<file path="src/rtl/dbi_pkg.sv">
package dbi_pkg;

  // Register selected by address bits [3:2] inside a bank window.
  typedef enum logic [1:0] {
    SEL_EVENTS = 2'd0,
    SEL_MASK   = 2'd1,
    SEL_CLEAR  = 2'd2,
    SEL_LEVELS = 2'd3
  } reg_sel_e;

  localparam int unsigned WIN_SHIFT = 4;   // log2 of the bank window size in bytes
  localparam int unsigned WIN_BASE  = 16;  // byte address of the first bank window

endpackage

</file>
<file path="src/rtl/dbi_decode.sv">
module dbi_decode
  import dbi_pkg::*;
#(
  parameter int unsigned ADDR_W = 12,
  parameter int unsigned NBANKS = 2
) (
  input  logic [ADDR_W-1:0] addr,
  output logic [NBANKS-1:0] bank_hit,
  output reg_sel_e          sel,
  output logic              sel_ok
);

  logic [ADDR_W-1:0] rel;
  logic [ADDR_W-1:0] idx;
  logic              in_range;

  always_comb begin
    rel      = addr - ADDR_W'(WIN_BASE);
    idx      = rel >> WIN_SHIFT;
    in_range = (idx < ADDR_W'(NBANKS));
    sel      = reg_sel_e'(addr[3:2]);
    sel_ok   = (addr[1:0] == 2'b00);
  end

  for (genvar b = 0; b < NBANKS; b++) begin : g_hit
    assign bank_hit[b] = in_range && (idx == ADDR_W'(b));
  end

endmodule

</file>
<file path="src/rtl/dbi_bank.sv">
module dbi_bank #(
  parameter int unsigned   W       = 32,
  parameter logic [W-1:0]  LVL_RST = '0
) (
  input  logic         clk,
  input  logic         rst_n,
  input  logic [W-1:0] src,
  input  logic         mask_we,
  input  logic         clr_we,
  input  logic [W-1:0] wdata,
  output logic [W-1:0] events_q,
  output logic [W-1:0] mask_q,
  output logic [W-1:0] levels_q,
  output logic         pend_next
);

  logic [W-1:0] events_n;
  logic [W-1:0] mask_n;
  logic [W-1:0] rise;
  logic [W-1:0] clr_bits;

  // Next-state logic
  always_comb begin
    rise     = src & ~levels_q & ~LVL_RST;
    clr_bits = clr_we ? (wdata & ~LVL_RST) : '0;
    events_n = (events_q & ~clr_bits) | rise;   // new edge wins over a clear
    mask_n   = wdata;
    pend_next = |((events_n | (src & LVL_RST)) & (mask_we ? mask_n : mask_q));
  end

  // State registers
  always_ff @(posedge clk or negedge rst_n) begin
    if (!rst_n) begin
      events_q <= '0;
      mask_q   <= '0;
      levels_q <= '0;
    end else begin
      events_q <= events_n;
      levels_q <= src;
      if (mask_we) begin
        mask_q <= mask_n;
      end
    end
  end

endmodule

</file>
<file path="src/rtl/dbi_irq_out.sv">
module dbi_irq_out #(
  parameter int unsigned NBANKS = 2
) (
  input  logic              clk,
  input  logic              rst_n,
  input  logic [NBANKS-1:0] pend,
  output logic              irq_q
);

  logic irq_n;

  always_comb begin
    irq_n = |pend;
  end

  always_ff @(posedge clk or negedge rst_n) begin
    if (!rst_n) begin
      irq_q <= 1'b0;
    end else begin
      irq_q <= irq_n;
    end
  end

endmodule

</file>
<file path="src/rtl/dual_bank_intc.sv">
module dual_bank_intc
  import dbi_pkg::*;
#(
  parameter int unsigned ADDR_W = 12,
  parameter int unsigned W      = 32,
  parameter int unsigned NBANKS = 2,
  parameter logic [NBANKS*W-1:0] LVL_CFG = 64'h1FF00000_00000000
) (
  input  logic                clk,
  input  logic                rst_n,
  input  logic [ADDR_W-1:0]   reg_addr,
  input  logic                reg_wen,
  input  logic [W-1:0]        reg_wdata,
  input  logic                reg_ren,
  output logic [W-1:0]        rd_data,
  output logic                rd_valid,
  input  logic [NBANKS*W-1:0] irq_in,
  output logic                irq_out
);

  localparam int unsigned NSRC = NBANKS * W;

  logic [NBANKS-1:0] bank_hit;
  reg_sel_e          sel;
  logic              sel_ok;
  logic [NBANKS-1:0] pend;

  logic [W-1:0] ev_q  [NBANKS];
  logic [W-1:0] msk_q [NBANKS];
  logic [W-1:0] lv_q  [NBANKS];

  // Flattened bank state, bank b at bits [b*W +: W]
  logic [NSRC-1:0] ev_all;
  logic [NSRC-1:0] mask_all;
  logic [NSRC-1:0] lv_all;

  logic [W-1:0] rd_data_n;
  logic         rd_valid_n;

  dbi_decode #(
    .ADDR_W (ADDR_W),
    .NBANKS (NBANKS)
  ) u_decode (
    .addr     (reg_addr),
    .bank_hit (bank_hit),
    .sel      (sel),
    .sel_ok   (sel_ok)
  );

  for (genvar b = 0; b < NBANKS; b++) begin : g_bank
    logic mask_we;
    logic clr_we;

    assign mask_we = reg_wen && bank_hit[b] && sel_ok && (sel == SEL_MASK);
    assign clr_we  = reg_wen && bank_hit[b] && sel_ok && (sel == SEL_CLEAR);

    // Source numbering runs backwards across banks
    dbi_bank #(
      .W       (W),
      .LVL_RST (LVL_CFG[b*W +: W])
    ) u_bank (
      .clk       (clk),
      .rst_n     (rst_n),
      .src       (irq_in[(NBANKS-1-b)*W +: W]),
      .mask_we   (mask_we),
      .clr_we    (clr_we),
      .wdata     (reg_wdata),
      .events_q  (ev_q[b]),
      .mask_q    (msk_q[b]),
      .levels_q  (lv_q[b]),
      .pend_next (pend[b])
    );

    assign ev_all[b*W +: W]   = ev_q[b];
    assign mask_all[b*W +: W] = msk_q[b];
    assign lv_all[b*W +: W]   = lv_q[b];
  end

  dbi_irq_out #(
    .NBANKS (NBANKS)
  ) u_irq (
    .clk   (clk),
    .rst_n (rst_n),
    .pend  (pend),
    .irq_q (irq_out)
  );

  // Read path: next state
  always_comb begin
    rd_data_n  = '0;
    rd_valid_n = reg_ren;
    for (int b = 0; b < NBANKS; b++) begin
      if (bank_hit[b] && sel_ok) begin
        case (sel)
          SEL_EVENTS: rd_data_n = ev_q[b];
          SEL_MASK:   rd_data_n = msk_q[b];
          SEL_LEVELS: rd_data_n = lv_q[b];
          default:    rd_data_n = '0;
        endcase
      end
    end
  end

  // Read path: registers, data loads only on a read strobe
  always_ff @(posedge clk or negedge rst_n) begin
    if (!rst_n) begin
      rd_data  <= '0;
      rd_valid <= 1'b0;
    end else begin
      rd_valid <= rd_valid_n;
      if (reg_ren) begin
        rd_data <= rd_data_n;
      end
    end
  end

endmodule

</file>
<file path="config.mk">
export PLATFORM = sky130hd
export DESIGN_NAME = dual_bank_intc
export DESIGN_NICKNAME = d
export VERILOG_FILES = /design/src/rtl/dbi_pkg.sv /design/src/rtl/dbi_decode.sv /design/src/rtl/dbi_bank.sv /design/src/rtl/dbi_irq_out.sv /design/src/rtl/dual_bank_intc.sv
export SDC_FILE = /design/constraint.sdc
export NUM_CORES = 1
export LEC_CHECK = 0
export BUFFER_PORTS_ARGS = -buffer_cell sky130_fd_sc_hd__buf_2
export CORE_ASPECT_RATIO = 0.8
export CORE_MARGIN = 2
export CORE_UTILIZATION = 62
export DETAILED_ROUTE_END_ITERATION = 12
export PLACE_DENSITY = 0.86
export SYNTH_ARGS = -nofsm -noshare
export SYNTH_HDL_FRONTEND = slang
export SYNTH_SLANG_ARGS = --single-unit
</file>
<file path="constraint.sdc">
create_clock -name clk -period 3.48 [get_ports clk]
set_clock_uncertainty 0.1 [all_clocks]
set_input_delay 0.348 -clock clk [delete_from_list [all_inputs] [get_ports clk]]
set_output_delay 0.348 -clock clk [all_outputs]
set_load 0.02 [all_outputs]
</file>
==> results of run 1 <==
==> worst max-delay path, cell delays in order <==
cell and delay (ns):
buf_2 0.11, inv_1 0.06, ha_1 0.26, nor2b_1 0.14
buf_4 0.18, nand4_1 0.09, buf_4 0.24, nor2_1 0.38
buf_4 0.32, nand2_1 0.10, a21boi_0 0.56, nor4_1 0.15
and4_1 0.23, nand4_1 0.08
==> worst max path at each step <==
stage | from | end | depth (start not counted) | slack (ns)
CTS | reg_addr[4] | u_irq.irq_q | 12 | 0.69
finish | reg_addr[4] | u_irq.irq_q | 14 | 0.53
global route | reg_addr[5] | u_irq.irq_q | 12 | 0.48
detailed placement | reg_addr[4] | u_irq.irq_q | 12 | 0.18
global placement | reg_addr[4] | u_irq.irq_q | 12 | 0.29
floorplan | reg_addr[4] | u_irq.irq_q | 12 | 0.68
==> flip-flops by register name (all words and copies together) (netlist names) <==
register and count:
rd_valid 1, rd_data 32, g_bank.u_bank.events_q 55, g_bank.u_bank.mask_q 64, u_irq.irq_q 1, g_bank.u_bank.levels_q 64
==> report_power, final <==
group          switching [W]  total [W]  internal, W  leakage [nW]
combinational       0.000291   0.000486     0.000195          2.99
sequential         0.0000275    0.00260      0.00257          2.58
clock               0.000967    0.00239      0.00142         0.359
==> kinds of logic (layout without fill, tap and decap cells) <==
logic type	Yosys count	after routing	share of synthesized area
AND/OR/NAND/NOR	219	219	0.111
buffers and inverters	155	384	0.0623
multiplexers	82	82	0.0853
flip-flops	217	217	0.550
adder cells (fa/ha/maj)	3	3	0.00380
AO/OA/AOI/OAI	295	295	0.188
==> cells in the mapped netlist (all sizes together) (9+ instances only) <==
master and instances:
inv 105, buf 14, nor2 27, clkbuf 36
o221ai 9, o31ai 21, o21ai 136, dfrtp 217
nand2 118, o21a 9, nand2b 21, mux2 14
a21oi 18, nor2b 13, mux2i 68, a22o 16
o22ai 25, a22oi 32, a21boi 15
==> final cells by class <==
class,instances,area [um2],area share
clock buffers,31,643,0.0522
clock inverters,5,75.1,0.00609
inverters,105,394,0.0320
multi-input cells,599,3840,0.312
flip-flops and latches,217,5430,0.441
well taps,215,269,0.0218
repair buffers,243,1670,0.135
==> placed cells by master (no fill, tap or decap), drive strengths merged, types with 6 or more instances in the layout <==
master,n
nor2,27
clkbuf,31
o21a,9
o21ai,136
nand2b,21
mux2i,68
nand4,8
o31ai,21
a22oi,32
mux2,14
a22o,16
and3,6
nor2b,13
inv,105
buf,176
o221ai,9
dfrtp,217
dlygate4sd3,67
nand2,118
a21boi,15
o22ai,25
a21oi,18
==> metal layers <==
layer / global-route usage / vias to the layer above
li1: - / 3816
met1: 0.482 / 4224
met2: 0.580 / 642
met3: 0.106 / 128
met4: 0.164 / 0
met5: 0 / -
==> through the flow <==
stage,hold WS [ns],utilization
6_report,0.0243,0.785
3_5_place_dp,0.340,0.696
2_1_floorplan,-0.0476,-
3_3_place_gp,0.337,0.696
5_1_grt,0.0320,0.785
4_1_cts,0.0121,0.785
==> results_dict.tcl, run 1 <==
set metrics [dict create \
    status "finished clean" \
    relSlewSlack 0.163 \
    grt_max_degree 103 \
    tns_ns 0 \
    seq_area_frac_synth 0.550 \
    num_rows 41 \
    min_path_type "in2reg" \
    placedInstanceArea_mm2 0.0109 \
    drt.antenna.violating_nets 0 \
    r2r_start "g_bank[0].u_bank.levels_q[16]" \
    layout.nets 1302 \
    chipWidth_um 145 \
    path_clk_slew_ns 0.07 \
    yosys_warnings 0 \
    slew_violations 0 \
    synth_ff_type "dfrtp_1" \
    syn_nets 1086 \
    dpl.hpwl_mm 20.4 \
    dr.pass1.iters 6 \
    clock_path_buffers 3 \
    min_period_over_period 0.846 \
    overflow 0 \
    r2r-end "u_irq.irq_q" \
    drt-met1-wl_mm 11.8 \
    insertion_delay_ns 0.50 \
    via_per_inst 6.23 \
    synth-edff-count 0 \
    htreeDepth 1 \
    drt_iter0_drc 998 \
    avgSynthCellArea_um2 10.2 \
    numCtsBuffers 21 \
    worst_pin_slew_ns 1.25 \
    path_class "in2reg" \
    rsz0062_at_grt "false" \
    io_buffers 145 \
    synthToLayoutAreaGrowth_pct 24.8 \
    setup-violations-final 0 \
    finalPower_w 0.00547 \
    tritoncts "done" \
    grt_use_total 0.366 \
    wire_per_inst_um 22.0 \
    yosysUniqueCellTypes 57 \
    cts_resized 0 \
    async_flop_share 1.00 \
    arrival_ns 3.28 \
    grt_pass1_wl_mm 47.9 \
    fin_ws_ns 0.535 \
    core_mm2 0.0157 \
    hold_end "g_bank[0].u_bank.mask_q[20]" \
    synth_area_mm2 0.00987 \
    powerDensity_mw_per_mm2 444 \
    clock_sinks 217 \
    max_freq_mhz 340 \
    ir_worst_vdd_mv 0.297 \
    drive_above_1_share 0.197 \
    hold_buffers 67 \
    hold_start "reg_wdata[20]" \
    hold_viol 0 \
    grt_pass1_vias 8896 \
    end_kind "flop" \
    place.gp.congestion 0.958 \
    ys_top_cells_by_area "dfrtp_1, mux2i_1, o21ai_0" \
    ys_ff_latch 217 \
    netlist.area_leader.share 0.550 \
    fp.dieH_um 117 \
    postSynthCellCount 971 \
    reg2reg_slack_ns 1.32 \
    place_ws_ns 0.184 \
    ioPinCount 146 \
    num_antenna_cells 0 \
    p_leak_nw 5.92 \
    antenna_found_initial 2 \
    num-fill-cells 999 \
    fin_cells 1415 \
    met2_length_mm 14.1 \
    crit_path_start_kind "input pin" \
    yosysTopAreaCell "dfrtp_1" \
    critPathMaxFanout 15 \
    start_util 0.629 \
    routed_wl_mm 31.1 \
    clock-root-buffer "clkbuf_16" \
    drc 0 \
    wl_met3_mm 3.87 \
    worst_ep_required_time_ns 3.81 \
    stdcell_area_mm2 0.0123 \
    maxCapViolCount 0 \
    min_period_ns 2.95 \
    rr_worst_depth 7 \
    die-area_mm2 0.0170 \
    route.top_layer_used "met4" \
    num_vias 8810 \
    postCtsSetupRepairBufs 0 \
    placed_cells 1312 \
    worstHoldPathCells 3 \
]
No activity file was read; power rests on OpenSTA's default activity.
==> run 2, diff against run 1 <==
--- a/config.mk
+++ b/config.mk
@@ -8,9 +8,9 @@
 export BUFFER_PORTS_ARGS = -buffer_cell sky130_fd_sc_hd__buf_2
 export CORE_ASPECT_RATIO = 0.8
 export CORE_MARGIN = 2
-export CORE_UTILIZATION = 62
+export CORE_UTILIZATION = 52
 export DETAILED_ROUTE_END_ITERATION = 12
-export PLACE_DENSITY = 0.86
+export PLACE_DENSITY = 0.77
 export SYNTH_ARGS = -nofsm -noshare
 export SYNTH_HDL_FRONTEND = slang
 export SYNTH_SLANG_ARGS = --single-unit
==> constraint.sdc (replaced) <==
create_clock -name clk -period 2.5 [get_ports clk]
set_clock_uncertainty 0.1 [all_clocks]
set_input_delay 0.25 -clock clk [delete_from_list [all_inputs] [get_ports clk]]
set_output_delay 0.25 -clock clk [all_outputs]
set_load 0.02 [all_outputs]
==> run 2 against run 1 <==
Die area increased by 19%. The run now ends with negative setup slack left. Register-to-register slack got worse by 0.95 ns. Sequential cell count unchanged. Sequential share of layout area decreased by 3.9 points. Hold slack improved by 0.0042 ns. Sequential power increased by 39%. Via count increased by 2.4%. Setup slack got worse by 0.61 ns. Clock power increased by 41%. Cell area increased by 9.7%. Routed wire length increased by 4.6%. Combinational power increased by 60%.
==> results_dict.tcl, run 2 (synthesis gave the netlist of run 1 again) <==
set metrics [dict create \
    drt_iter0_drc 752 \
    grt_use_total 0.324 \
    placed_cells 1422 \
    final_cell_mix "dfrtp_1, buf_2, o21ai_0, nand2_1, inv_1" \
    dpl.hpwl_mm 21.6 \
    via_per_inst 5.76 \
    clock_sinks 217 \
    maxCapViolCount 0 \
    clock-root-buffer "clkbuf_16" \
    grt_max_degree 67 \
    wire_per_inst_um 20.8 \
    layout_commonest_cell "dfrtp_1" \
    p_comb_frac 0.100 \
    critPathMaxFanout 5 \
    fp.dieH_um 127 \
    grt_pass1_vias 9208 \
    fin_cells 1565 \
    tritoncts "done" \
    htreeDepth 1 \
    chipWidth_um 158 \
    numCtsBuffers 22 \
    synthToLayoutAreaGrowth_pct 36.9 \
    finalPower_w 0.00775 \
    ir_worst_vdd_mv 0.522 \
    slew_violations 0 \
    largestRegisters "g_bank.u_bank.levels_q (64), g_bank.u_bank.mask_q (64), g_bank.u_bank.events_q (55)" \
    end_kind "flop" \
    drive_above_1_share 0.257 \
    core_mm2 0.0188 \
    min_period_ns 2.57 \
    min_path_type "in2reg" \
    antenna_found_initial 0 \
    worst_ep_required_time_ns 2.79 \
    switching_share 0.242 \
    clock_path_buffers 3 \
    pwr-share-seq 0.467 \
    violations "negative setup slack" \
    hold_viol 0 \
    worst_pin_slew_ns 0.627 \
    path_clk_slew_ns 0.07 \
    fin_ws_ns -0.0720 \
    num_rows 45 \
    p_int_w 0.00587 \
    io_buffers 145 \
    rsz0062_at_grt "true" \
    power.switching_w 0.00188 \
    routed_wl_mm 32.6 \
    status "complete, but fails checks" \
    grt_pass1_wl_mm 50.2 \
    path_class "in2reg" \
    ioPinCount 146 \
    overflow 0 \
    drc 0 \
    relSlewSlack 0.582 \
    dr.pass1.iters 5 \
    p_leak_nw 6.49 \
    powerDensity_mw_per_mm2 573 \
    max_freq_mhz 389 \
    crit_path_start_kind "input pin" \
    die-area_mm2 0.0201 \
    num-fill-cells 1345 \
    num_vias 9021 \
    min_period_over_period 1.03 \
    setup-violations-final 1 \
    place.gp.congestion 0.913 \
    arrival_ns 2.86 \
    layout.nets 1405 \
    clkPwrFrac 0.433 \
    start_util 0.525 \
    insertion_delay_ns 0.52 \
    drt.antenna.violating_nets 0 \
]
run 2: cell count changes in the layout (fill, tap and decap cells not counted), sizes merged, moves of 2 or more:
cell / delta
dlygate4sd3: +25
clkinvlp: +2
clkbuf: +5
buf: +75
run 2: worst max-delay path: stages:
cell	delay, ns
buf_6	0.09
or4_4	0.55
o2111a_2	0.26
nand2_4	0.13
buf_6	0.12
mux2_4	0.30
a22o_1	0.20
or4_4	0.56
nor4_4	0.28
nand4_1	0.12
run 2: stage by stage:
step | cell area (um2) | utilization | setup WS, ns | hold slack [ns] | TNS [ns]
after global placement | 11600 | 0.616 | -0.540 | 0.144 | -0.540
after floorplan | 9920 | - | -0.145 | -0.146 | -0.145
after CTS | 13300 | 0.706 | 0.00112 | 0.0137 | 0
final | 13500 | 0.719 | -0.0720 | 0.0285 | -0.0720
after detailed placement | 11600 | 0.616 | -0.562 | 0.142 | -0.562
after global routing | 13500 | 0.719 | -0.113 | 0.0470 | -0.113
run 2: timing repair:
item,in CTS,in global routing
hold endpoints to repair,196,0
endpoints found under the setup margin,1,1
hold buffers,92,0
cloned,1,1
setup buffers,1,7
resized for setup,5,51
pin swaps,0,17
run 2: path summary, 6_finish.rpt:
kind | startpoint | to | slack [ns] | cells past startpoint
setup / recovery | reg_addr[6] | u_irq.irq_q | -0.07 | 10
hold / removal | reg_wdata[1] | g_bank[0].u_bank.mask_q[1] | 0.03 | 3
setup reg to reg | g_bank[0].u_bank.levels_q[5] | u_irq.irq_q | 0.37 | 8
hold reg to reg | g_bank[0].u_bank.levels_q[20] | g_bank[0].u_bank.events_q[20] | 0.37 | 1
max in group asynchronous | rst_n | g_bank[0].u_bank.events_q[29] | 1.32 | 3
min in group asynchronous | rst_n | g_bank[1].u_bank.levels_q[17] | 0.20 | 2
run 2: final cells by class:
class | count | area [um2] | share of cell area
sequential | 217 | 5430 | 0.402
multi-input combinational | 600 | 4020 | 0.297
timing repair buffer | 344 | 2620 | 0.194
clock buffer | 35 | 671 | 0.0496
inverter | 105 | 399 | 0.0295
tap | 258 | 323 | 0.0239
clock inverter | 5 | 58.8 | 0.00435
antenna | 1 | 2.50 | 0.000185
run 2: power groups by stage:
stage          Sequential, W  Clock (W)  Combinational [W]
6_report             0.00362    0.00336           0.000776
5_1_grt              0.00362    0.00351           0.000839
4_1_cts              0.00362    0.00335           0.000731
3_5_place_dp         0.00368          0           0.000614
3_3_place_gp         0.00368          0           0.000608
2_1_floorplan        0.00369          0           0.000251
run 2: per-layer routing:
layer | track usage | share of wire | wire, um | vias up
met5 | 0 | 0 | 0 | -
met4 | 0.0901 | 0.033 | 1090 | 0
met3 | 0.0753 | 0.097 | 3150 | 84
met2 | 0.506 | 0.45 | 14800 | 507
met1 | 0.460 | 0.42 | 13500 | 4392
li1 | - | - | - | 4038
